## src/rtl/match_timer.sv

```systemverilog
module match_timer #(
  parameter int W = 16
) (
  input  logic         clk,
  input  logic         rst_n,
  input  logic         wr_en,
  input  logic [3:0]   wr_addr,
  input  logic [W-1:0] wr_data,
  input  logic [3:0]   rd_addr,
  output logic [W-1:0] rd_data,
  input  logic         cnt_in,
  input  logic         cap_in,
  output logic [2:0]   mat_out,
  output logic         irq
);
  localparam int NM = 4;
  localparam int NO = 3;

  logic [2:0]    ctl;
  logic [W-1:0]  plim, pc, tc, capv;
  logic [W-1:0]  mr [NM];
  logic [3*NM-1:0] mctl;
  logic [2:0]    capc;
  logic [2*NO-1:0] act;
  logic [NO-1:0] pwm, ost;
  logic [NM:0]   flags, fset;
  logic [2:0]    cs, ns;
  logic [NM-1:0] hit;
  logic          run, swr, tick, step, wrap, inc, rst_hit, stop_hit, cap_ev;

  assign run  = ctl[0];
  assign swr  = ctl[1];
  assign tick = ctl[2] ? (ns[1] & ~ns[2]) : 1'b1;
  assign step = run & ~swr & tick;
  assign wrap = (pc == plim);
  assign inc  = step & wrap;
  assign cap_ev = (capc[0] & cs[1] & ~cs[2]) | (capc[1] & ~cs[1] & cs[2]);

  always_comb begin
    rst_hit  = 1'b0;
    stop_hit = 1'b0;
    for (int i = 0; i < NM; i++) begin
      hit[i]   = inc && (tc == mr[i]);
      fset[i]  = hit[i] & mctl[3*i];
      rst_hit  = rst_hit  | (hit[i] & mctl[3*i+1]);
      stop_hit = stop_hit | (hit[i] & mctl[3*i+2]);
    end
    fset[NM] = cap_ev & capc[2];
  end

  function automatic logic wsel(input logic [3:0] a);
    return wr_en && (wr_addr == a);
  endfunction

  always_ff @(posedge clk or negedge rst_n) begin
    if (!rst_n) begin
      ctl <= '0; plim <= '0; pc <= '0; tc <= '0; capv <= '0;
      for (int i = 0; i < NM; i++) mr[i] <= '0;
      mctl <= '0; capc <= '0; act <= '0; pwm <= '0; ost <= '0;
      flags <= '0; cs <= '0; ns <= '0;
    end else begin
      cs <= {cs[1:0], cap_in};
      ns <= {ns[1:0], cnt_in};

      if (swr)       pc <= '0;
      else if (step) pc <= wrap ? '0 : pc + 1'b1;

      if (swr)                       tc <= '0;
      else if (inc && rst_hit)       tc <= '0;
      else if (inc && !stop_hit)     tc <= tc + 1'b1;

      if (cap_ev) capv <= tc;

      if (wsel(4'd0)) ctl <= wr_data[2:0];
      if (stop_hit)   ctl[0] <= 1'b0;
      if (wsel(4'd1)) plim <= wr_data;
      for (int i = 0; i < NM; i++)
        if (wsel(4'(4 + i))) mr[i] <= wr_data;
      if (wsel(4'd8)) mctl <= wr_data[3*NM-1:0];
      if (wsel(4'd9)) capc <= wr_data[2:0];
      if (wsel(4'd11)) begin
        act <= wr_data[2*NO-1:0];
        pwm <= wr_data[8+NO-1:8];
      end

      flags <= (flags & ~(wsel(4'd12) ? wr_data[NM:0] : '0)) | fset;

      for (int i = 0; i < NO; i++)
        if (hit[i])
          case (act[2*i +: 2])
            2'd1: ost[i] <= 1'b0;
            2'd2: ost[i] <= 1'b1;
            2'd3: ost[i] <= ~ost[i];
            default: ;
          endcase
    end
  end

  for (genvar g = 0; g < NO; g++) begin : g_out
    assign mat_out[g] = pwm[g] ? (tc >= mr[g]) : ost[g];
  end

  assign irq = |flags;

  always_comb begin
    rd_data = '0;
    case (rd_addr)
      4'd0:  rd_data[2:0] = ctl;
      4'd1:  rd_data = plim;
      4'd2:  rd_data = pc;
      4'd3:  rd_data = tc;
      4'd4, 4'd5, 4'd6, 4'd7: rd_data = mr[rd_addr[1:0]];
      4'd8:  rd_data[3*NM-1:0] = mctl;
      4'd9:  rd_data[2:0] = capc;
      4'd10: rd_data = capv;
      4'd11: begin
        rd_data[2*NO-1:0] = act;
        rd_data[8+NO-1:8] = pwm;
      end
      4'd12: rd_data[NM:0] = flags;
      default: rd_data = '0;
    endcase
  end
endmodule


```

## config.mk

```make
export PLATFORM = sky130hd
export DESIGN_NAME = match_timer
export DESIGN_NICKNAME = d
export VERILOG_FILES = /design/src/rtl/match_timer.sv
export SDC_FILE = /design/constraint.sdc
export NUM_CORES = 1
export LEC_CHECK = 0
export ABC_AREA = 1
export ABC_CLOCK_PERIOD_IN_PS = 2100
export BUFFER_PORTS_ARGS = -buffer_cell sky130_fd_sc_hd__buf_2
export CAP_MARGIN = 20
export CORE_MARGIN = 8
export CORE_UTILIZATION = 35
export DETAILED_ROUTE_END_ITERATION = 16
export SETUP_SLACK_MARGIN = 0.2
export SLEW_MARGIN = 20
export SYNTH_ARGS = -nofsm -noshare
export SYNTH_HDL_FRONTEND = slang
export SYNTH_SLANG_ARGS = --single-unit
```

## constraint.sdc

```tcl
create_clock -name clk -period 2.1 [get_ports clk]
set_input_delay 0.42 -clock clk [delete_from_list [all_inputs] [get_ports clk]]
set_output_delay 0.42 -clock clk [all_outputs]
set_load 0.02 [all_outputs]
```

Yosys cells after proc, flatten, opt, wreduce, memory -nomap -nowiden
Cells that the tools add are included.
W data, S select, Z words.
{"block": "op_classes", "n_eq_ne": 35, "add_sub_neg": 2, "multipliers": 0, "div_mod_pow": 0, "order_cmp": 4, "reduce_logical": 30, "mux": 26, "n_shift": 0, "bitwise_logic": 39}
{"op": "$mux W16", "n": 8}
{"op": "$eq A16 B16 Y1", "n": 5}
{"op": "$ge A16 B16 Y1", "n": 3}
{"op": "$eq A4 B4 Y1 const B", "n": 9}
{"op": "$add A16 B1 Y16 const B", "n": 2}
{"op": "$bmux W16 S2", "n": 1}
{"op": "$eq A4 B3 Y1 const B", "n": 8}
{"op": "$pmux W3 S10", "n": 1}
{"op": "$and A1 B1 Y1", "n": 21}
{"op": "$pmux W3 S7", "n": 1}
{"op": "$pmux W4 S5", "n": 1}
{"op": "$logic_and A1 B1 Y1", "n": 16}
{"op": "$pmux W2 S8", "n": 1}
{"op": "$eq A2 B2 Y1 const B", "n": 6}
{"op": "$pmux W2 S6", "n": 1}
{"op": "$reduce_bool A3 Y1", "n": 4}
{"op": "$pmux W1 S3", "n": 3}
{"op": "$eq A4 B1 Y1 const B", "n": 2}
{"op": "$eq A4 B2 Y1 const B", "n": 2}
{"op": "$logic_not A4 Y1", "n": 2}
{"op": "$not A1 Y1", "n": 7}
{"op": "$or A1 B1 Y1", "n": 7}
{"op": "$pmux W1 S7", "n": 1}
{"op": "$eq A2 B1 Y1 const B", "n": 3}
{"op": "13 further kinds", "n": 21}
{"block": "totals", "elab_cells": 156, "regBits": 169, "mem_bits_rw": 0, "rom_bits": 0, "latchBits": 0, "memories": 0, "in_bits": 29}

Longest topological paths before layout
{"block": "logic_depth", "ltp_word": 15, "mapped_depth": 16, "depth_no_buf": 16}

Worst setup path after synthesis
OpenSTA, ideal clock, no wires.
{"block": "synth_timing", "path_kind": "register -> output", "startpoint": "register tc[7]", "endpoint": "output mat_out[2]", "required_time_ps": 1680, "n_path_buf": 0, "arrival_ps": 1758, "setup_slack_ps": -78, "path_stages_with_launch": 8, "path_cell_list": "dfrtp_1 ha_1 nand2_1 nor2_1 nand2_1 nor3_1 a2111oi_0 a22oi_1"}
{"block": "synth_between", "elab_chain_len": 2}
{"item": "from (decl)", "line": "20", "rtl": "logic [W-1:0] plim, pc, tc, capv;"}
{"item": "from (signal assigned)", "line": "70", "rtl": "else if (inc && !stop_hit) tc <= tc + 1'b1;"}
{"item": "$ge A16 B16 Y1", "line": "100", "rtl": "assign mat_out[g] = pwm[g] ? (tc >= mr[g]) : ost[g];"}
{"item": "$mux W1", "line": "100"}
{"item": "to (decl)", "line": "13", "rtl": "output logic [2:0] mat_out,"}
Every way passes these cells.

Worst setup path in the final report
{"block": "layout_timing", "startpoint": "register tc[15]", "endpoint": "output mat_out[2]"}
Same word-level chain as after synthesis.

==> flow_summary_export.csv <==
group,metric,value,unit
run_status,outcome,"finished with violations",
run_status,violations,"negative setup slack",
clock_network,cts_buffers,17,
clock_network,clock_path_buffers,2,
clock_network,cts_max_level,4,
sta,worst_slew_pin_slew,0.734,ns
floorplanning,die_h,185,µm
placed_design,dpl_cell_area,12200,µm²
global_route,grt_pass1_wl,55700,µm
sta,rsz0062_at_grt,"yes",
placed_design,dp.cells,1919,
sta,clock_skew,0.00884,ns
clock_network,ctsRootBufferMaster,"clkbuf_16",
routing,finalWirelength,37400,µm
min_path,hp-class,"primary input to flip-flop",
worst_setup_path,r2r-start,"tc[15]$_DFFE_PN0P_",
worst_setup_path,startpoint,"tc[15]$_DFFE_PN0P_",
worst_setup_path,required,1.68,ns
yosys,netlist_area,10000,µm²
worst_setup_path,arrival,2.34,ns
yosys,ys_types,46,
sta,fmax,362,MHz
routing,drt_pass1_iterations,6,
floorplanning,num_rows,62,
routing,detail_route.iter0.violations,876,
worst_setup_path,r2r_slack,-0.60,ns
sta,fin_hold_ws,0.0825,ns
layout,final_layout_size_suffix_gt1_frac,0.389,
clock_network,clk_latency,0.44,ns
yosys,synth-edff-count,0,
global_route,grt_max_degree,67,
routing,route.detailed.drc,0,
yosys,synth-seq-area-share,0.421,
routing,ant_nets,0,
yosys,yosys-top-cells-count,"nand2_1, inv_1, o21ai_0, dfrtp_1, nor2_1",
placed_design,port_buffers,48,
clock_network,clock_sinks,169,
floorplanning,die_area,34400,µm²
yosys,synth_most_common_cell,"nand2_1",
global_route,antenna_found_initial,0,
yosys,synth_nets,1404,
sta,fin_crit_sh,1.32,
worst_setup_path,worstPathMaxFanout,5,
yosys,synth_flop_cell,"dfrtp_1",
clock_network,cts_tree,"done",
layout,finalNetCount,1714,
power_and_ir_drop,internal-power,7.11,mW
power_and_ir_drop,sw_frac_of_total,0.353,
global_route,grt_overflow,0,
yosys,synth.avg_cell_area,7.58,µm²
sta,min_period,2.76,ns
yosys,synthTopCellsByArea,"dfrtp_1, nand2_1, o21ai_0",
worst_setup_path,endpoint,"mat_out[2]",
sta,max-slew-margin-rel,0.509,
power_and_ir_drop,p_comb_frac,0.323,
floorplanning,die_x,185,µm
floorplanning,start_util,0.353,
power_and_ir_drop,seqPwrFrac,0.379,
sta,setup_viol,39,
worst_setup_path,path_class,"flip-flop to output port",
placed_design,dp_slack,-0.484,ns
global_route,grt_use_total,0.212,
routing,viasPerCell,5.18,
yosys,synth_area_leader_cell,"dfrtp_1",
placed_design,hpwl,26900,µm
power_and_ir_drop,clockPowerShare,0.298,
run,cap_violations,0,
power_and_ir_drop,cellLeakagePower,7.03,nW
floorplanning,io_pins,49,
routing,vias,10500,
worst_setup_path,reg2reg_to,"tc[11]$_DFFE_PN0P_",
sta,fin_setup_tns,-11.92,ns
worst_setup_path,cp-start-kind,"flip-flop",
power_and_ir_drop,switchingPower,3.88,mW
floorplanning,core-area,28500,µm²
yosys,async_flop_share,1.00,
yosys,ys_ff_latch,169,
yosys,yosysWarnings,0,
sta,worst_slack,-0.663,ns
layout,n_antenna_cell,0,
sta,finalHoldViolCount,0,
layout,syn_to_final_growth,49.5,%
worst_setup_path,r2r_cells,19,
routing,wl_per_cell,18.4,µm
sta,drv_slew,0,
global_route,grt_pass1_vias,9855,
layout,stdcell_count,2032,
layout,final_area,15000,µm²
yosys,synthCells,1325,
power_and_ir_drop,p_per_area,733,nW/µm²
worst_setup_path,cp-end-kind,"output port",
clock_network,clk_pin_slew,0.07,ns
power_and_ir_drop,ir_drop,581,µV
placed_design,gp_congestion,0.939,
yosys,yosysTopAreaCellShare,0.421,
## sequential cells by signal (all words and copies together) (netlist names)
signal  cells
ost         3
ns          3
tc         16
capv       16
flags       5
ctl         3
cs          3
mctl       12
mr         64
capc        3
pwm         3
plim       16
act         6
pc         16
## per-layer routing
metal  vias up  wire, µm  share of wire  GRT usage
met3        61      2820          0.075     0.0434
met2       360     17400           0.46      0.334
met4         0       774          0.021     0.0567
met5         -         0              0          0
li1       5031         -              -          -
met1      5066     16400           0.44      0.290
## final cells by class
type / count / area (µm²)
Fill cell: 2591 / 13500
Clock inverter: 12 / 139
Sequential cell: 169 / 4240
Clock buffer: 20 / 457
Tap cell: 384 / 480
Timing Repair Buffer: 333 / 2810
Inverter: 192 / 756
Multi-Input combinational cell: 922 / 6120
## critical path: stages (launching register included)
cell       delay (ns)
dfrtp_2          0.46
ha_4             0.31
nand2_4          0.06
nor2_4           0.10
nand4_1          0.14
nor3_2           0.20
a2111oi_2        0.06
buf_4            0.15
a22oi_2          0.25
buf_6            0.17
## stage by stage
| step | power (mW) | utilization |
|---|---|---|
| final | 11.0 | 0.527 |
| after global placement | 6.80 | 0.428 |
| after floorplan | 5.54 | - |
| after detailed placement | 6.86 | 0.428 |
| after CTS | 10.6 | 0.493 |
| after global routing | 11.5 | 0.527 |
## layout by cell type, fill, tap and decap left out, drive strengths merged, types with 12 or more instances in the layout
cell type,Yosys,final
dfrtp,169,169
o21ai,178,178
nor3,13,13
xor2,12,12
nand2,338,338
a21oi,35,35
clkbuf,29,21
nand3,58,58
buf,14,331
o22ai,44,44
a221oi,19,19
inv,192,195
nor2,103,104
nand4,28,28
ha,50,50
## kinds of logic after synthesis
group / synth area share
simple gates: 0.234
compound gates: 0.173
buf+inv: 0.0924
flops: 0.421
fa+ha+maj: 0.0623
xor+xnor: 0.0174
## worst min-delay path by stage
stage,cells after the start,slack [ns],startpoint,end
3_3_place_gp,1,0.30,rst_n,plim[14]$_DFFE_PN0P_
6_report,1,0.08,cap_in,cs[0]$_DFF_PN0_
2_1_floorplan,0,0.12,rst_n,act[0]$_DFFE_PN0P_
4_1_cts,1,0.07,cap_in,cs[0]$_DFF_PN0_
3_5_place_dp,1,0.30,rst_n,plim[14]$_DFFE_PN0P_
5_1_grt,1,0.07,cap_in,cs[0]$_DFF_PN0_
## power by group through the flow
stage / combinational [mW] / clock (mW) / sequential, mW
floorplan: 1.48 / 0 / 4.06
global placement: 2.65 / 0 / 4.15
detailed placement: 2.69 / 0 / 4.17
CTS: 3.13 / 3.30 / 4.13
global route: 3.86 / 3.45 / 4.22
finish: 3.56 / 3.28 / 4.16
## timing repair
item                                   4_1_cts  5_1_grt
setup endpoints to repair                   46       55
hold buffers                                 1        0
pin swaps                                   63       91
gates resized for setup                    251      182
endpoints found under the hold margin       19        0
cloned                                       2        1
setup buffers                               41       36
Note: power is estimated with default switching activity, not from simulation.
